## config.mk

```make
export PLATFORM = sky130hd
export DESIGN_NAME = miss_cuckoo_table
export DESIGN_NICKNAME = d
export VERILOG_FILES = /design/src/rtl/mst_pkg.sv /design/src/rtl/mst_rst_sync.sv /design/src/rtl/mst_way.sv /design/src/rtl/mst_stash.sv /design/src/rtl/miss_cuckoo_table.sv
export SDC_FILE = /design/constraint.sdc
export NUM_CORES = 2
export LEC_CHECK = 0
export ABC_AREA = 0
export BUFFER_PORTS_ARGS = -buffer_cell sky130_fd_sc_hd__buf_2
export CORE_MARGIN = 2
export CORE_UTILIZATION = 55
export DETAILED_ROUTE_END_ITERATION = 8
export PLACE_DENSITY = 0.81
export SLEW_MARGIN = 20
export SYNTH_ARGS = -nofsm -noshare
export SYNTH_HDL_FRONTEND = slang
export SYNTH_SLANG_ARGS = --single-unit
```

## constraint.sdc

```tcl
create_clock -name clk -period 6.5 [get_ports clk]
set_clock_uncertainty 0.15 [all_clocks]
set_input_delay 0.65 -clock clk [delete_from_list [all_inputs] [get_ports clk]]
set_output_delay 0.65 -clock clk [all_outputs]
set_load 0.05 [all_outputs]
```

## src/rtl/mst_pkg.sv

```systemverilog
package mst_pkg;

  parameter int TAG_W = 16;
  parameter int PTR_W = 8;

  typedef logic [TAG_W-1:0] tag_t;
  typedef logic [PTR_W-1:0] ptr_t;

  typedef struct packed {
    tag_t tag;
    ptr_t ptr;
  } line_t;

  // Per-table salt: golden-ratio multiple, low bits kept (TAG_W <= 32).
  function automatic tag_t mst_salt(int unsigned way);
    logic [31:0] s;
    s = 32'h9E37_79B1 * (way + 1);
    return s[TAG_W-1:0];
  endfunction

  // XOR with the table salt, then rotate by a table-specific amount.
  function automatic tag_t mst_mix(tag_t t, int unsigned way);
    tag_t x;
    tag_t y;
    int unsigned r;
    x = t ^ mst_salt(way);
    r = (way * 5 + 3) % TAG_W;
    y = '0;
    for (int i = 0; i < TAG_W; i++) begin
      y[(i + r) % TAG_W] = x[i];
    end
    return y;
  endfunction

endpackage

```

## src/rtl/mst_rst_sync.sv

```systemverilog
module mst_rst_sync (
  input  logic clk,
  input  logic rst_n,
  output logic rst_sn
);

  logic [1:0] sync_q;

  always_ff @(posedge clk or negedge rst_n) begin
    if (!rst_n) sync_q <= 2'b00;
    else        sync_q <= {sync_q[0], 1'b1};
  end

  assign rst_sn = sync_q[1];

endmodule

```

## src/rtl/mst_way.sv

```systemverilog
module mst_way
  import mst_pkg::*;
#(
  parameter int WAY_ID = 0,
  parameter int IDX_W  = 4
) (
  input  logic             clk,
  input  logic             rst_n,
  // lookup port (request or response tag)
  input  tag_t             key_tag,
  output logic [IDX_W-1:0] key_idx,
  output logic             key_occ,
  output logic             key_hit,
  output ptr_t             key_ptr,
  // relocation engine port
  input  tag_t             eng_tag,
  output logic [IDX_W-1:0] eng_idx,
  output logic             eng_occ,
  output line_t            eng_line,
  // single write port
  input  logic             wr_en,
  input  logic [IDX_W-1:0] wr_idx,
  input  logic             wr_vld,
  input  line_t            wr_line
);

  localparam int DEPTH  = 1 << IDX_W;
  localparam int NCHUNK = (TAG_W + IDX_W - 1) / IDX_W;
  localparam int PAD_W  = NCHUNK * IDX_W;

  function automatic logic [IDX_W-1:0] slot_of(tag_t t);
    logic [PAD_W-1:0] p;
    logic [IDX_W-1:0] f;
    p = '0;
    p[TAG_W-1:0] = mst_mix(t, WAY_ID);
    f = '0;
    for (int c = 0; c < NCHUNK; c++) begin
      f = f ^ p[c*IDX_W +: IDX_W];
    end
    return f;
  endfunction

  logic [DEPTH-1:0] vld_q;
  logic [DEPTH-1:0] vld_d;
  line_t            line_q [DEPTH];

  always_comb begin
    vld_d = vld_q;
    if (wr_en) vld_d[wr_idx] = wr_vld;
  end

  always_ff @(posedge clk or negedge rst_n) begin
    if (!rst_n) vld_q <= '0;
    else        vld_q <= vld_d;
  end

  always_ff @(posedge clk) begin
    if (wr_en && wr_vld) line_q[wr_idx] <= wr_line;
  end

  always_comb begin
    key_idx  = slot_of(key_tag);
    key_occ  = vld_q[key_idx];
    key_hit  = key_occ && (line_q[key_idx].tag == key_tag);
    key_ptr  = line_q[key_idx].ptr;
    eng_idx  = slot_of(eng_tag);
    eng_occ  = vld_q[eng_idx];
    eng_line = line_q[eng_idx];
  end

endmodule

```

## src/rtl/mst_stash.sv

```systemverilog
module mst_stash
  import mst_pkg::*;
#(
  parameter int DEPTH     = 4,
  parameter int MAX_KICKS = 6,
  parameter int KICK_W    = 3,
  parameter int WAY_W     = 2,
  parameter int SLOT_W    = 2
) (
  input  logic              clk,
  input  logic              rst_n,
  // associative search
  input  tag_t              key_tag,
  output logic              key_hit,
  output logic [SLOT_W-1:0] key_slot,
  output ptr_t              key_ptr,
  // relocation scan read
  input  logic [SLOT_W-1:0] scan_slot,
  output logic              scan_vld,
  output line_t             scan_line,
  output logic [KICK_W-1:0] scan_kicks,
  output logic [WAY_W-1:0]  scan_last,
  // occupancy
  output logic              full,
  output logic [SLOT_W-1:0] free_slot,
  // single write port
  input  logic              wr_en,
  input  logic [SLOT_W-1:0] wr_slot,
  input  logic              wr_vld,
  input  line_t             wr_line,
  input  logic [KICK_W-1:0] wr_kicks,
  input  logic [WAY_W-1:0]  wr_last
);

  logic [DEPTH-1:0]  vld_q;
  logic [DEPTH-1:0]  vld_d;
  line_t             line_q  [DEPTH];
  logic [KICK_W-1:0] kicks_q [DEPTH];
  logic [WAY_W-1:0]  last_q  [DEPTH];

  always_comb begin
    vld_d = vld_q;
    if (wr_en) vld_d[wr_slot] = wr_vld;
  end

  always_ff @(posedge clk or negedge rst_n) begin
    if (!rst_n) vld_q <= '0;
    else        vld_q <= vld_d;
  end

  always_ff @(posedge clk) begin
    if (wr_en && wr_vld) begin
      line_q[wr_slot]  <= wr_line;
      kicks_q[wr_slot] <= wr_kicks;
      last_q[wr_slot]  <= wr_last;
    end
  end

  always_comb begin
    key_hit  = 1'b0;
    key_slot = '0;
    key_ptr  = '0;
    for (int s = 0; s < DEPTH; s++) begin
      if (vld_q[s] && (line_q[s].tag == key_tag)) begin
        key_hit  = 1'b1;
        key_slot = SLOT_W'(s);
        key_ptr  = line_q[s].ptr;
      end
    end
  end

  always_comb begin
    full      = &vld_q;
    free_slot = '0;
    for (int s = DEPTH - 1; s >= 0; s--) begin
      if (!vld_q[s]) free_slot = SLOT_W'(s);
    end
  end

  assign scan_vld   = vld_q[scan_slot];
  assign scan_line  = line_q[scan_slot];
  assign scan_kicks = kicks_q[scan_slot];
  assign scan_last  = last_q[scan_slot];

  AST_KICK_BOUND: assert property (@(posedge clk) disable iff (!rst_n) (wr_en && wr_vld) |-> (wr_kicks <= KICK_W'(MAX_KICKS)));
  AST_PUSH_INTO_FREE: assert property (@(posedge clk) disable iff (!rst_n) (wr_en && wr_vld && (wr_kicks == '0)) |-> !vld_q[wr_slot]);

endmodule

```

## src/rtl/miss_cuckoo_table.sv

```systemverilog
module miss_cuckoo_table
  import mst_pkg::*;
#(
  parameter int NUM_WAYS    = 3,
  parameter int IDX_W       = 4,
  parameter int STASH_DEPTH = 4,
  parameter int MAX_KICKS   = 6
) (
  input  logic             clk,
  input  logic             rst_n,
  input  logic             req_valid,
  output logic             req_ready,
  input  logic [TAG_W-1:0] req_tag,
  input  logic [PTR_W-1:0] req_ptr,
  output logic             cls_valid,
  output logic             cls_primary,
  output logic [PTR_W-1:0] cls_ptr,
  output logic             mem_valid,
  output logic [TAG_W-1:0] mem_tag,
  input  logic             rsp_valid,
  input  logic [TAG_W-1:0] rsp_tag,
  output logic             rel_valid,
  output logic             rel_found,
  output logic [PTR_W-1:0] rel_ptr
);

  localparam int WAY_W  = (NUM_WAYS > 1) ? $clog2(NUM_WAYS) : 1;
  localparam int KICK_W = $clog2(MAX_KICKS + 1);
  localparam int SLOT_W = (STASH_DEPTH > 1) ? $clog2(STASH_DEPTH) : 1;

  logic rst_sn;

  mst_rst_sync u_rst (.clk(clk), .rst_n(rst_n), .rst_sn(rst_sn));

  // ---------------- shared lookup key ----------------
  tag_t key_tag;
  assign key_tag = rsp_valid ? rsp_tag : req_tag;

  // ---------------- hash tables ----------------
  logic [NUM_WAYS-1:0] w_key_occ;
  logic [NUM_WAYS-1:0] w_key_hit;
  logic [NUM_WAYS-1:0] w_eng_occ;
  logic [NUM_WAYS-1:0] w_wr_en;
  logic [IDX_W-1:0]    w_key_idx [NUM_WAYS];
  logic [IDX_W-1:0]    w_eng_idx [NUM_WAYS];
  logic [IDX_W-1:0]    w_wr_idx  [NUM_WAYS];
  ptr_t                w_key_ptr [NUM_WAYS];
  line_t               w_eng_line [NUM_WAYS];
  logic                w_wr_vld;
  line_t               w_wr_line;

  // ---------------- stash ----------------
  logic              st_key_hit;
  logic [SLOT_W-1:0] st_key_slot;
  ptr_t              st_key_ptr;
  logic [SLOT_W-1:0] scan_q;
  logic [SLOT_W-1:0] scan_d;
  logic              st_scan_vld;
  line_t             st_scan_line;
  logic [KICK_W-1:0] st_scan_kicks;
  logic [WAY_W-1:0]  st_scan_last;
  logic              st_full;
  logic [SLOT_W-1:0] st_free_slot;
  logic              st_wr_en;
  logic [SLOT_W-1:0] st_wr_slot;
  logic              st_wr_vld;
  line_t             st_wr_line;
  logic [KICK_W-1:0] st_wr_kicks;
  logic [WAY_W-1:0]  st_wr_last;

  for (genvar g = 0; g < NUM_WAYS; g++) begin : g_way
    mst_way #(.WAY_ID(g), .IDX_W(IDX_W)) u_way (
      .clk      (clk),
      .rst_n    (rst_sn),
      .key_tag  (key_tag),
      .key_idx  (w_key_idx[g]),
      .key_occ  (w_key_occ[g]),
      .key_hit  (w_key_hit[g]),
      .key_ptr  (w_key_ptr[g]),
      .eng_tag  (st_scan_line.tag),
      .eng_idx  (w_eng_idx[g]),
      .eng_occ  (w_eng_occ[g]),
      .eng_line (w_eng_line[g]),
      .wr_en    (w_wr_en[g]),
      .wr_idx   (w_wr_idx[g]),
      .wr_vld   (w_wr_vld),
      .wr_line  (w_wr_line)
    );
  end

  mst_stash #(
    .DEPTH(STASH_DEPTH), .MAX_KICKS(MAX_KICKS), .KICK_W(KICK_W),
    .WAY_W(WAY_W), .SLOT_W(SLOT_W)
  ) u_stash (
    .clk        (clk),
    .rst_n      (rst_sn),
    .key_tag    (key_tag),
    .key_hit    (st_key_hit),
    .key_slot   (st_key_slot),
    .key_ptr    (st_key_ptr),
    .scan_slot  (scan_q),
    .scan_vld   (st_scan_vld),
    .scan_line  (st_scan_line),
    .scan_kicks (st_scan_kicks),
    .scan_last  (st_scan_last),
    .full       (st_full),
    .free_slot  (st_free_slot),
    .wr_en      (st_wr_en),
    .wr_slot    (st_wr_slot),
    .wr_vld     (st_wr_vld),
    .wr_line    (st_wr_line),
    .wr_kicks   (st_wr_kicks),
    .wr_last    (st_wr_last)
  );

  // ---------------- lookup reduction ----------------
  logic             any_hit;
  ptr_t             hit_ptr;
  logic             key_free_found;
  logic [WAY_W-1:0] key_free_way;
  logic             eng_free_found;
  logic [WAY_W-1:0] eng_free_way;
  logic [WAY_W-1:0] kick_way;
  logic [SLOT_W-1:0] scan_next;
  logic             req_fire;

  always_comb begin
    hit_ptr = st_key_ptr;
    for (int g = 0; g < NUM_WAYS; g++) begin
      if (w_key_hit[g]) hit_ptr = w_key_ptr[g];
    end
    any_hit = (|w_key_hit) | st_key_hit;

    key_free_found = 1'b0;
    key_free_way   = '0;
    eng_free_found = 1'b0;
    eng_free_way   = '0;
    for (int g = NUM_WAYS - 1; g >= 0; g--) begin
      if (!w_key_occ[g]) begin
        key_free_found = 1'b1;
        key_free_way   = WAY_W'(g);
      end
      if (!w_eng_occ[g]) begin
        eng_free_found = 1'b1;
        eng_free_way   = WAY_W'(g);
      end
    end

    kick_way  = (st_scan_last == WAY_W'(NUM_WAYS - 1)) ? '0 : st_scan_last + 1'b1;
    scan_next = (scan_q == SLOT_W'(STASH_DEPTH - 1)) ? '0 : scan_q + 1'b1;
  end

  assign req_ready = !rsp_valid && !st_full;
  assign req_fire  = req_valid && req_ready;

  // ---------------- write steering ----------------
  always_comb begin
    w_wr_en     = '0;
    w_wr_vld    = 1'b1;
    w_wr_line   = '{tag: req_tag, ptr: req_ptr};
    for (int g = 0; g < NUM_WAYS; g++) w_wr_idx[g] = w_key_idx[g];
    st_wr_en    = 1'b0;
    st_wr_slot  = st_free_slot;
    st_wr_vld   = 1'b1;
    st_wr_line  = '{tag: req_tag, ptr: req_ptr};
    st_wr_kicks = '0;
    st_wr_last  = WAY_W'(NUM_WAYS - 1);
    scan_d      = scan_q;

    if (rsp_valid) begin
      // free the matching record
      if (|w_key_hit) begin
        w_wr_en  = w_key_hit;
        w_wr_vld = 1'b0;
      end else if (st_key_hit) begin
        st_wr_en   = 1'b1;
        st_wr_slot = st_key_slot;
        st_wr_vld  = 1'b0;
      end
    end else if (req_fire) begin
      // primary miss: first free candidate, else stash
      if (!any_hit) begin
        if (key_free_found) w_wr_en[key_free_way] = 1'b1;
        else                st_wr_en = 1'b1;
      end
    end else begin
      // idle cycle: one relocation step on the scanned stash entry
      for (int g = 0; g < NUM_WAYS; g++) w_wr_idx[g] = w_eng_idx[g];
      w_wr_line = st_scan_line;
      if (!st_scan_vld) begin
        scan_d = scan_next;
      end else if (eng_free_found) begin
        w_wr_en[eng_free_way] = 1'b1;
        st_wr_en   = 1'b1;
        st_wr_slot = scan_q;
        st_wr_vld  = 1'b0;
        scan_d     = scan_next;
      end else if (st_scan_kicks < KICK_W'(MAX_KICKS)) begin
        w_wr_en[kick_way] = 1'b1;
        st_wr_en    = 1'b1;
        st_wr_slot  = scan_q;
        st_wr_line  = w_eng_line[kick_way];
        st_wr_kicks = st_scan_kicks + 1'b1;
        st_wr_last  = kick_way;
      end else begin
        scan_d = scan_next;
      end
    end
  end

  always_ff @(posedge clk or negedge rst_sn) begin
    if (!rst_sn) scan_q <= '0;
    else         scan_q <= scan_d;
  end

  // ---------------- result registers ----------------
  logic cls_valid_d;
  logic mem_valid_d;
  logic rel_valid_d;
  logic cls_primary_d;
  ptr_t cls_ptr_d;

  always_comb begin
    cls_valid_d   = req_fire;
    mem_valid_d   = req_fire && !any_hit;
    rel_valid_d   = rsp_valid;
    cls_primary_d = !any_hit;
    cls_ptr_d     = any_hit ? hit_ptr : req_ptr;
  end

  always_ff @(posedge clk or negedge rst_sn) begin
    if (!rst_sn) begin
      cls_valid <= 1'b0;
      mem_valid <= 1'b0;
      rel_valid <= 1'b0;
    end else begin
      cls_valid <= cls_valid_d;
      mem_valid <= mem_valid_d;
      rel_valid <= rel_valid_d;
    end
  end

  always_ff @(posedge clk) begin
    if (req_fire) begin
      cls_primary <= cls_primary_d;
      cls_ptr     <= cls_ptr_d;
      mem_tag     <= req_tag;
    end
    if (rsp_valid) begin
      rel_found <= any_hit;
      rel_ptr   <= hit_ptr;
    end
  end

  AST_MEM_ONLY_PRIMARY: assert property (@(posedge clk) disable iff (!rst_sn) mem_valid |-> (cls_valid && cls_primary));
  AST_SECONDARY_NO_MEM: assert property (@(posedge clk) disable iff (!rst_sn) (cls_valid && !cls_primary) |-> !mem_valid);
  AST_SINGLE_HOME: assert property (@(posedge clk) disable iff (!rst_sn) $countones({w_key_hit, st_key_hit}) <= 1);
  AST_NO_RESULT_OVERLAP: assert property (@(posedge clk) disable iff (!rst_sn) !(cls_valid && rel_valid));
  AST_FREED_ON_RSP: assert property (@(posedge clk) disable iff (!rst_sn) (rel_valid && rel_found && (key_tag == $past(rsp_tag))) |-> !any_hit);

endmodule

```

==> results.json <==
{
  "critPathSlowestCell": "a2111oi_0",
  "r2r_start": "scan_q[0]",
  "rsz0062_at_grt": "no",
  "holdPathStages": 1,
  "r2r_setup_slack_ps": 600,
  "path_delay_family": "compound AO/OA/AOI/OAI gates",
  "timing.max_cap.violations": 0,
  "gr-total-overflow": 0,
  "synth_area_per_cell_um2": 13.9,
  "slew_viol_final": 0,
  "dp_hpwl_um": 155000,
  "postSynth.asyncResetShare_pct": 4.34,
  "r2r-end": "u_stash.line_q[2][21]",
  "cp.buffers_inverters": 5,
  "setup_tns_ps": 0,
  "fmax_mhz": 157,
  "postRouteAntennaNets": 0,
  "grt_max_degree": 113,
  "slew-limit-headroom_pct": 20.6,
  "drt_wl_total_um": 240000,
  "synth_edf_count": 1302,
  "num_vias": 50700,
  "worst_path_most_repeated_cell": "buf_4",
  "hold_start": "req_tag[3]",
  "track_usage_pct": 36.9,
  "multi_input_area_mm2": 0.0279,
  "reg2regPathDepth": 12,
  "drc": 0,
  "dr.pass1.iters": 6,
  "layout.nets": 5274,
  "grt_pass1_wl_um": 345000,
  "cts_tree": "built",
  "fin_crit_sh_pct": 98.2,
  "synth-main-ff-cell": "edfxtp_1",
  "path_cells": "dlygate4sd3_1 > buf_2 > xnor2_1 > xnor2_2 > buf_4 > mux2i_4 > buf_4 > mux2i_1 > a211oi_1 > nor4_1 > xor2_1 > a2111oi_0 > nand4_1 > or4_1 > buf_4 > a311o_1 > a31oi_1 > a21o_1",
  "period_minus_slack_ps": 6380,
  "drive_above_1_share_pct": 22.9,
  "drtIter0Drc": 8841,
  "crit_required_ps": 7020,
  "yosysTopAreaCellShare_pct": 56.1,
  "ys_ff_latch": 1361,
  "core-area_mm2": 0.126,
  "seq_area_mm2": 0.0406,
  "tightest_slew_ps": 1190,
  "insertion_delay_ps": 810,
  "cts_sinks": 1361,
  "die_h_um": 360,
  "hold_path_class": "input pin to flop",
  "start_kind": "input pin",
  "end_kind": "flop",
  "start_util_pct": 55.5,
  "critPathMaxFanout": 26,
  "area_growth_pct": 14.1,
  "dpl_cell_area_mm2": 0.0747,
  "die_area_mm2": 0.130,
  "cts_buffer_depth": 3,
  "synth_warnings": 0,
  "fp-row-count": 130,
  "stdcell_area_mm2": 0.0796,
  "path_clk_slew_ps": 60,
  "yosysSeqAreaShare_pct": 58.2,
  "syn-cell-area_mm2": 0.0697,
  "antenna_cells": 0,
  "cts_setup_buffers": 0,
  "cts_made_buffers": 142,
  "yosysMostFrequentCell": "edfxtp_1",
  "antenna_found_initial": 4,
  "htree_levels": 4,
  "port_buffers": 81,
  "synthTopCellsByCount": "1302 x edfxtp_1, 870 x nand2_1, 470 x mux4_2",
  "finalHoldViolations": 0,
  "status": "finished, final reports clean",
  "synth_top_cell_by_area": "edfxtp_1",
  "hold_path_end": "mem_tag[3]",
  "arrival_ps": 6900,
  "finalSetupViolations": 0,
  "yosysUniqueCellTypes": 85,
  "io_pins": 82,
  "critical_path_class": "input pin to flop",
  "drt-wirelength-per-cell_um": 34.4,
  "synth.area.top_cells": "edfxtp_1 56%, mux4_2 15%, mux2i_1 4.9%",
  "drt-vias-per-instance": 7.26,
  "critPathMaxStageDelay_ps": 870,
  "chipWidth_um": 360,
  "netlist_instances": 5017,
  "gp_congestion": 1.02,
  "fillers": 8705,
  "grt_pass1_vias": 49800,
  "root_buffer": "clkbuf_16",
  "syn-num-nets": 5063
}
==> stage by stage <==
| stage | setup WS (ps) | std cells | utilization, % | hold slack (ps) |
|---|---|---|---|---|
| 4_1_cts | 423 | 6990 | 63.2 | 2.32 |
| 6_report | 120 | 6993 | 63.3 | 30.7 |
| 3_3_place_gp | 258 | 6714 | 59.4 | 190 |
| 2_1_floorplan | 16.3 | 5017 | - | 181 |
| 5_1_grt | 39.0 | 6993 | 63.3 | 35.2 |
| 3_5_place_dp | 243 | 6715 | 59.4 | 194 |
==> flip-flops by register name (all words and copies together), names as in the netlist, 2 cells and up <==
signal and count:
rel_ptr 8, scan_q 2, g_way.u_way.vld_q 48, mem_tag 16, cls_ptr 8, u_stash.line_q 96, u_stash.kicks_q 12, u_stash.vld_q 4
u_stash.last_q 8, u_rst.sync_q 2, g_way.u_way.line_q 1152
==> worst max-delay path by stage <==
stage | slack (ps) | endpoint | depth (start not counted) | startpoint
after floorplan | 20 | g_way[1].u_way.line_q[12][0] | 15 | rsp_valid
after global placement | 260 | g_way[0].u_way.line_q[12][5] | 18 | req_tag[5]
after detailed placement | 240 | cls_ptr[1] | 16 | req_tag[5]
after CTS | 420 | cls_ptr[1] | 18 | req_tag[0]
after global routing | 40 | g_way[0].u_way.line_q[12][11] | 20 | req_tag[0]
final | 120 | cls_ptr[1] | 18 | req_tag[0]
==> per-layer routing <==
metal  up-vias  share of wire [%]  GRT usage [%]
li1      20100                  -              -
met1     24900                 33           47.0
met2      4677                 44           54.4
met3      1009                 15           11.3
met4         6                8.4           25.7
met5         -              0.037          0.259
==> placed cells by master (no fill, tap or decap), drive strengths merged, types with 12 or more instances in the layout <==
master	synthesis	layout
a211oi	58	58
a21oi	115	115
nor2	162	162
mux2	35	35
a21o	22	22
nor3b	12	12
a31oi	24	24
inv	56	66
edfxtp	1302	1302
clkinv	1	62
a32oi	35	35
nand4	18	18
mux2i	342	342
xor2	26	26
o31ai	35	35
bufinv	0	12
nand2	870	870
a311oi	41	41
nor4	105	105
and3	146	146
buf	190	421
nand3	241	241
clkbuf	181	170
nor3	46	46
mux4	470	470
o211ai	17	17
dfrtp	59	59
xnor2	137	137
dlygate4sd3	0	16
o21ai	126	126
==> repair_timing <==
action	in CTS	in global routing
hold endpoints to repair	16	0
resized for setup	0	1
hold buffers	16	0
endpoints found under the setup margin	0	7
==> worst reg2reg max path: cells and delay by family (launching register included) <==
kind,cells,cell delay [ps]
mux,4,2130
flops,1,880
buf+inv,3,840
simple gates,2,780
xor+xnor,2,530
compound gates,1,260
==> area by class of cell <==
class	count	area share [%]
clock buffers	169	4.70
clock inverters	90	1.05
inverters	57	0.275
multi-input cells	3228	35.1
flip-flops and latches	1361	51.0
well taps	1650	2.59
repair buffers	438	5.32
==> logic make-up (layout without fill, tap and decap cells) <==
group	after synthesis	after routing	share of synthesized area (%)
AND/OR/NAND/NOR	1664	1664	11.0
buffers and inverters	428	754	2.72
multiplexers	847	847	20.7
other	1	1	0.00538
AO/OA/AOI/OAI	551	551	5.31
XOR/XNOR	163	163	2.10
flip-flops	1361	1361	58.2
adder cells (fa/ha/maj)	2	2	0.0359
Power is not shown: default switching activity piles up to over one toggle a cycle in this logic, so the estimate is an artifact.
